File: src/rtl/fc_gate_pkg.sv
package fc_gate_pkg;

  typedef struct packed {
    logic pause_en;
    logic bp_en;
    logic autooff_en;
  } fc_straps_t;

  // Two-stage suspension flag: a new frame sets both stages,
  // and each hold tick shifts them down by one.
  function automatic logic [1:0] hold_next(input logic [1:0] st,
                                           input logic       hp,
                                           input logic       tick);
    if (hp)   return 2'b11;
    if (tick) return {1'b0, st[1]};
    return st;
  endfunction

  // True when a count value is the last one before the limit.
  function automatic logic is_last(input int unsigned cnt,
                                   input int unsigned lim);
    return (cnt + 1) >= lim;
  endfunction

endpackage

File: src/rtl/fc_strap_latch.sv
module fc_strap_latch
  import fc_gate_pkg::*;
(
  input  logic       clk,
  input  logic       rst_n,
  input  fc_straps_t straps_in,
  output fc_straps_t straps_q,
  output logic       armed
);

  always_ff @(posedge clk or negedge rst_n) begin
    if (!rst_n) begin
      straps_q <= '0;
      armed    <= 1'b0;
    end else if (!armed) begin
      straps_q <= straps_in;
      armed    <= 1'b1;
    end
  end

endmodule

File: src/rtl/fc_hold_timer.sv
module fc_hold_timer
  import fc_gate_pkg::*;
#(
  parameter int HOLD_MS = 1000
) (
  input  logic clk,
  input  logic rst_n,
  input  logic ms_tick,
  input  logic hp_rx,
  input  logic enable,
  output logic hold_tick,
  output logic suspended
);

  localparam int HC_W = (HOLD_MS > 1) ? $clog2(HOLD_MS) : 1;
  localparam logic [HC_W-1:0] HC_LAST = HC_W'(HOLD_MS - 1);

  logic [HC_W-1:0] ms_cnt;
  logic [1:0]      stage;

  assign hold_tick = ms_tick && (ms_cnt == HC_LAST);

  always_ff @(posedge clk or negedge rst_n) begin
    if (!rst_n) begin
      ms_cnt <= '0;
    end else if (ms_tick) begin
      ms_cnt <= hold_tick ? '0 : ms_cnt + 1'b1;
    end
  end

  always_ff @(posedge clk or negedge rst_n) begin
    if (!rst_n) begin
      stage <= 2'b00;
    end else begin
      stage <= hold_next(stage, hp_rx && enable, hold_tick);
    end
  end

  assign suspended = |stage;

endmodule

File: src/rtl/fc_bp_pacer.sv
module fc_bp_pacer
  import fc_gate_pkg::*;
#(
  parameter int COLL_LIMIT = 48,
  parameter int CNT_W      = $clog2(COLL_LIMIT)
) (
  input  logic             clk,
  input  logic             rst_n,
  input  logic             bp_active,
  input  logic             coll_done,
  input  logic             frame_done,
  output logic             win_q,
  output logic [CNT_W-1:0] coll_count,
  output logic             win_open_evt
);

  assign win_open_evt = bp_active && !win_q && coll_done &&
                        is_last(int'(coll_count), COLL_LIMIT);

  always_ff @(posedge clk or negedge rst_n) begin
    if (!rst_n) begin
      coll_count <= '0;
      win_q      <= 1'b0;
    end else if (!bp_active) begin
      coll_count <= '0;
      win_q      <= 1'b0;
    end else if (win_q) begin
      if (frame_done) win_q <= 1'b0;
    end else if (win_open_evt) begin
      coll_count <= '0;
      win_q      <= 1'b1;
    end else if (coll_done) begin
      coll_count <= coll_count + 1'b1;
    end
  end

endmodule

File: src/rtl/port_fc_gate.sv
module port_fc_gate
  import fc_gate_pkg::*;
#(
  parameter int COLL_LIMIT = 48,
  parameter int HOLD_MS    = 1000
) (
  input  logic clk,
  input  logic rst_n,
  input  logic strap_pause_en,
  input  logic strap_bp_en,
  input  logic strap_autooff_en,
  input  logic full_duplex,
  input  logic congest_req,
  input  logic hp_rx_pulse,
  input  logic coll_done,
  input  logic frame_done,
  input  logic ms_tick,
  output logic pause_req,
  output logic jam_req,
  output logic pass_window
);

  localparam int CNT_W = $clog2(COLL_LIMIT);

  fc_straps_t       straps_in;
  fc_straps_t       straps_q;
  logic             armed;
  logic             hold_tick;
  logic             suspended;
  logic             bp_active;
  logic             win_q;
  logic             win_open_evt;
  logic [CNT_W-1:0] coll_count;

  assign straps_in = '{pause_en: strap_pause_en,
                       bp_en: strap_bp_en,
                       autooff_en: strap_autooff_en};

  fc_strap_latch u_straps (
    .clk       (clk),
    .rst_n     (rst_n),
    .straps_in (straps_in),
    .straps_q  (straps_q),
    .armed     (armed)
  );

  fc_hold_timer #(.HOLD_MS(HOLD_MS)) u_hold (
    .clk       (clk),
    .rst_n     (rst_n),
    .ms_tick   (ms_tick),
    .hp_rx     (hp_rx_pulse),
    .enable    (armed && straps_q.autooff_en),
    .hold_tick (hold_tick),
    .suspended (suspended)
  );

  assign bp_active = armed && straps_q.bp_en && !full_duplex &&
                     congest_req && !suspended;

  fc_bp_pacer #(.COLL_LIMIT(COLL_LIMIT), .CNT_W(CNT_W)) u_pacer (
    .clk          (clk),
    .rst_n        (rst_n),
    .bp_active    (bp_active),
    .coll_done    (coll_done),
    .frame_done   (frame_done),
    .win_q        (win_q),
    .coll_count   (coll_count),
    .win_open_evt (win_open_evt)
  );

  assign pause_req   = armed && straps_q.pause_en && full_duplex &&
                       congest_req && !suspended;
  assign jam_req     = bp_active && !win_q;
  assign pass_window = bp_active && win_q;

endmodule

File: config.mk
export PLATFORM = sky130hd
export DESIGN_NAME = port_fc_gate
export DESIGN_NICKNAME = d
export VERILOG_FILES = /design/src/rtl/fc_gate_pkg.sv /design/src/rtl/fc_strap_latch.sv /design/src/rtl/fc_hold_timer.sv /design/src/rtl/fc_bp_pacer.sv /design/src/rtl/port_fc_gate.sv
export SDC_FILE = /design/constraint.sdc
export NUM_CORES = 1
export LEC_CHECK = 0
export BUFFER_PORTS_ARGS = -buffer_cell sky130_fd_sc_hd__buf_4
export CORE_MARGIN = 2
export CORE_UTILIZATION = 60
export DETAILED_ROUTE_END_ITERATION = 8
export PLACE_DENSITY = 0.87
export SYNTH_ARGS = -nofsm -noshare
export SYNTH_HDL_FRONTEND = slang
export SYNTH_HIERARCHICAL = 1
export SYNTH_SLANG_ARGS = --single-unit
File: constraint.sdc
create_clock -name clk -period 4.85 [get_ports clk]
set_clock_uncertainty 0.15 [all_clocks]
set_input_delay 0.485 -clock clk [delete_from_list [all_inputs] [get_ports clk]]
set_output_delay 0.485 -clock clk [all_outputs]
set_load 0.005 [all_outputs]
# == After elaboration in Yosys (flattened, before gate mapping) ==
# Index checks and enable logic that the tools add are counted.
# totals
ff_bits,23
latch_bits,0
mem_bits_rw,0
rom_bits,0
n_memories,0
# op_classes
addsub,3
n_mul,0
div,0
order_cmp,1
n_eq_ne,3
shift,0
muxes,16
n_bitwise,0
reduce_logical,21
# ops
cell,n
$ge 32x6->1 const B,1
$mux 6,4
$logic_and 1x1->1,15
$add 10x1->10 const B,1
$eq 10x10->1 const B,1
$mux 10,1
$mux 2,4
$add 6x1->7 const B,1
$mux 1,7
$add 6x1->6 const B,1
$logic_not 1->1,3
$ne 3x2->1 const B,1
$ne 2x2->1 const B,1
$reduce_and 2->1,1
$reduce_bool 2->1,1
$reduce_or 2->1,1

# == Longest topological paths before layout ==
# logic_depth
ltp_word,10
depth_mapped,7
mapped_depth_nobuf,7

# == Cells and area by module ==
# Netlist, hierarchy kept.
# by_module_without_submodules
mod,n_inst,cells_each,area_each_um2,seq_area_each_um2
fc_hold_timer,1,65,658.1,300.3
fc_bp_pacer,1,54,471.7,175.2
fc_strap_latch,1,8,137.6,100.1
port_fc_gate,1,8,80.1,0.0

# == Worst setup path after synthesis ==
# No wires, ideal clock.
# synth_path
path_type,reg-to-reg
startpoint,register u_hold.stage[1]
endpoint,register u_pacer.coll_count[0]
setup_ns,0.083
arrival_time_ns,1.612
required_time_ns,4.617
slack_ns,3.005
stages_incl_launch_ff,7
path_cell_list,dfrtp_1 or2_2 nand3b_4 nor3b_2 inv_1 or3_1 o21ai_0
# synth_between
elab_chain_cells,9
# synth_rtl
element,line,source
start: declaration,fc_hold_timer.sv:19,logic [1:0] stage;
start signal: assignment,fc_hold_timer.sv:35,"stage <= hold_next(stage, hp_rx && enable, hold_tick);"
$reduce_or 2->1 *,fc_hold_timer.sv:39,assign suspended = |stage;
via suspended,port_fc_gate.sv:29,logic suspended;
$logic_not 1->1 *,port_fc_gate.sv:58,congest_req && !suspended;
$logic_and 1x1->1 *,port_fc_gate.sv:58,
via bp_active,port_fc_gate.sv:30,logic bp_active;
$logic_and 1x1->1 (3 in series),fc_bp_pacer.sv:17,assign win_open_evt = bp_active && !win_q && coll_done &&
$mux 6,fc_bp_pacer.sv:29,end else if (win_open_evt) begin
$mux 6,fc_bp_pacer.sv:27,end else if (win_q) begin
$mux 6,fc_bp_pacer.sv:24,end else if (!bp_active) begin
end signal: assignment,fc_bp_pacer.sv:33,coll_count <= coll_count + 1'b1;
end: declaration,fc_bp_pacer.sv:13,"output logic [CNT_W-1:0] coll_count,"
# Mark *: on every way through the listed nets, which the timed path passes. The rest lies on a longest branch. The select of a mux whose other input is x is not followed.
# A chain may end at the register's enable or synchronous reset.

# == Worst setup path in the final report ==
# Ends and elaborated chain as after synthesis.

==> flow_summary.toml <==
[route]
routed_wl_mm = 2.53
vias = 1053
wl_per_cell_um = 14.4
drt-vias-per-instance = 6.02
antenna_left = 0
drt_iter0_drc = 19
route.detailed.drc = 0
drt_first_pass_iters = 5

[timing]
fin_tns_setup_ns = 0
holdWs_ns = 0.238
drv_slew = 0
max_slew_margin = 0.605
timing.fmax_mhz = 429
setup_ws_ns = 2.52
rsz0062_at_grt = "false"
final-setup-viol-count = 0
finalHoldViolations = 0
min_period_over_period = 0.480
finalCriticalPeriod_ns = 2.33
worst_pin_slew_ns = 0.590

[synth]
yosys_warnings = 6
synth_nets = 148
synth.cell_area_um2 = 1340
avgSynthCellArea_um2 = 10.0
synthCells = 134

[worst_setup_path]
crit_path_end_kind = "register"
critPathLaunchType = "register"
crit_start = "u_hold/stage[1]"
cp_max_fo = 11
critPathKind = "reg2reg"
cpPeakStageDelay_ns = 0.54
arrival_ns = 2.43
reg2reg_from = "u_hold/stage[1]"
worstPathRequired_ns = 4.95
reg2reg_depth = 6
crit_slowest_cell = "nor3b_2"
crit_chain = "or2_2, nand3b_4, nor3b_2, inv_1, or3_1, o21ai_0"

[power]
ir_drop_uv = 248
finalPower_w = 0.000432
leakage_nw = 0.642
power-per-cell-area_nw_per_um2 = 293

[floorplanning]
io_pins = 14
die_h_um = 51.3
start_util = 0.618
rows = 17
core-area_um2 = 2170
dieArea_um2 = 2630
die_w_um = 51.3

[layout]
syn_to_final_growth_pct = 9.98
fin_area_um2 = 1480
seqCellArea_um2 = 576
antenna_cells = 0
fillers = 168
multi_input_area_um2 = 716
nets = 162
drive_above_1_share = 0.231

[grt]
grt_pass1_vias = 1038
grt_start_max_net_pins = 24
grt_pass1_wl_mm = 4.42
grt_overflow_total = 0
antenna_found_initial = 0
gr-usage-all-layers = 0.231

[placement]
dpl.hpwl_mm = 1.83
placed_cell_area_um2 = 1440
place_congestion = 0.892
port_buffers = 13
dp_slack_ns = 2.53

[min_path]
worstHoldPathType = "in2reg"
hp-start = "hp_rx_pulse"
hold_depth = 3

[clocking]
post_cts_buffers = 0
cts-root-buf = "clkbuf_4"
cts_resized = 0
cts_tree = "yes"
cts.clk_slew.worst_paths_ns = 0.13
hold_buffers = 1
clock-sinks = 23
clk-insertion-delay-late_ns = 0.31
htree_levels = 1
cts_buffers = 3
cts_buffer_depth = 2

[run]
maxCapViolCount = 0

[outcome]
run_status = "finished, final reports clean"
through the flow:
| stage | std cells | utilization |
|---|---|---|
| 2_1_floorplan | 134 | - |
| 3_3_place_gp | 170 | 0.663 |
| 3_5_place_dp | 170 | 0.663 |
| 4_1_cts | 175 | 0.680 |
| 5_1_grt | 175 | 0.680 |
| 6_report | 175 | 0.680 |
registers in the layout, indices dropped and copies added (netlist names):
register,count
u_straps/straps_q,3
u_hold/stage,2
u_pacer/win_q,1
u_pacer/coll_count,6
u_hold/ms_cnt,10
u_straps/armed,1
worst max-delay path: cells and delay by family (launching register included):
kind	cells	cell delay, ns
simple gates	4	1.41
flops	1	0.40
buf+inv	1	0.17
compound gates	1	0.14
routing by layer:
metal,vias up,global-route usage,routed length [um]
met5,-,0,0
met4,0,0.132,72
met3,8,0.0380,75
met2,27,0.405,1290
met1,502,0.266,1090
li1,516,-,-
worst paths after layout:
| check | endpoint | slack [ns] |
|---|---|---|
| worst max-delay path | u_pacer/coll_count[0] | 2.52 |
| worst min-delay path | u_hold/stage[0] | 0.24 |
| worst max register to register | u_pacer/coll_count[0] | 2.52 |
| worst min register to register | u_hold/stage[0] | 0.36 |
| max in group asynchronous | u_hold/ms_cnt[2] | 3.88 |
| min in group asynchronous | u_pacer/coll_count[3] | 0.42 |
power breakdown:
part | switching (W) | leakage, nW | internal, W
logic | 0.0000366 | 0.336 | 0.0000417
registers | 0.0000476 | 0.291 | 0.000217
clock network | 0.0000567 | 0.0150 | 0.0000321
cell usage in the layout, fill, tap and decap left out, drive strengths merged, types with 2 or more instances in the layout:
master,n
inv,4
nand3b,2
nand2,13
a21oi,4
buf,13
o21ai,7
nor4b,2
nor2,10
dfrtp,23
and3,2
nor3,2
xnor2,3
ha,3
nand3,12
clkbuf,4
mux2,4
mux2i,3
nor4,5
and2,2
nand4,5
or3,2
nand2b,2
final cells by class:
type | instances | share of cell area
multi-input combinational | 102 | 0.485
sequential | 23 | 0.390
timing repair buffer | 14 | 0.0729
tap | 28 | 0.0237
clock buffer | 4 | 0.0178
inverter | 4 | 0.0102
Note: power is estimated with default switching activity, not from simulation.
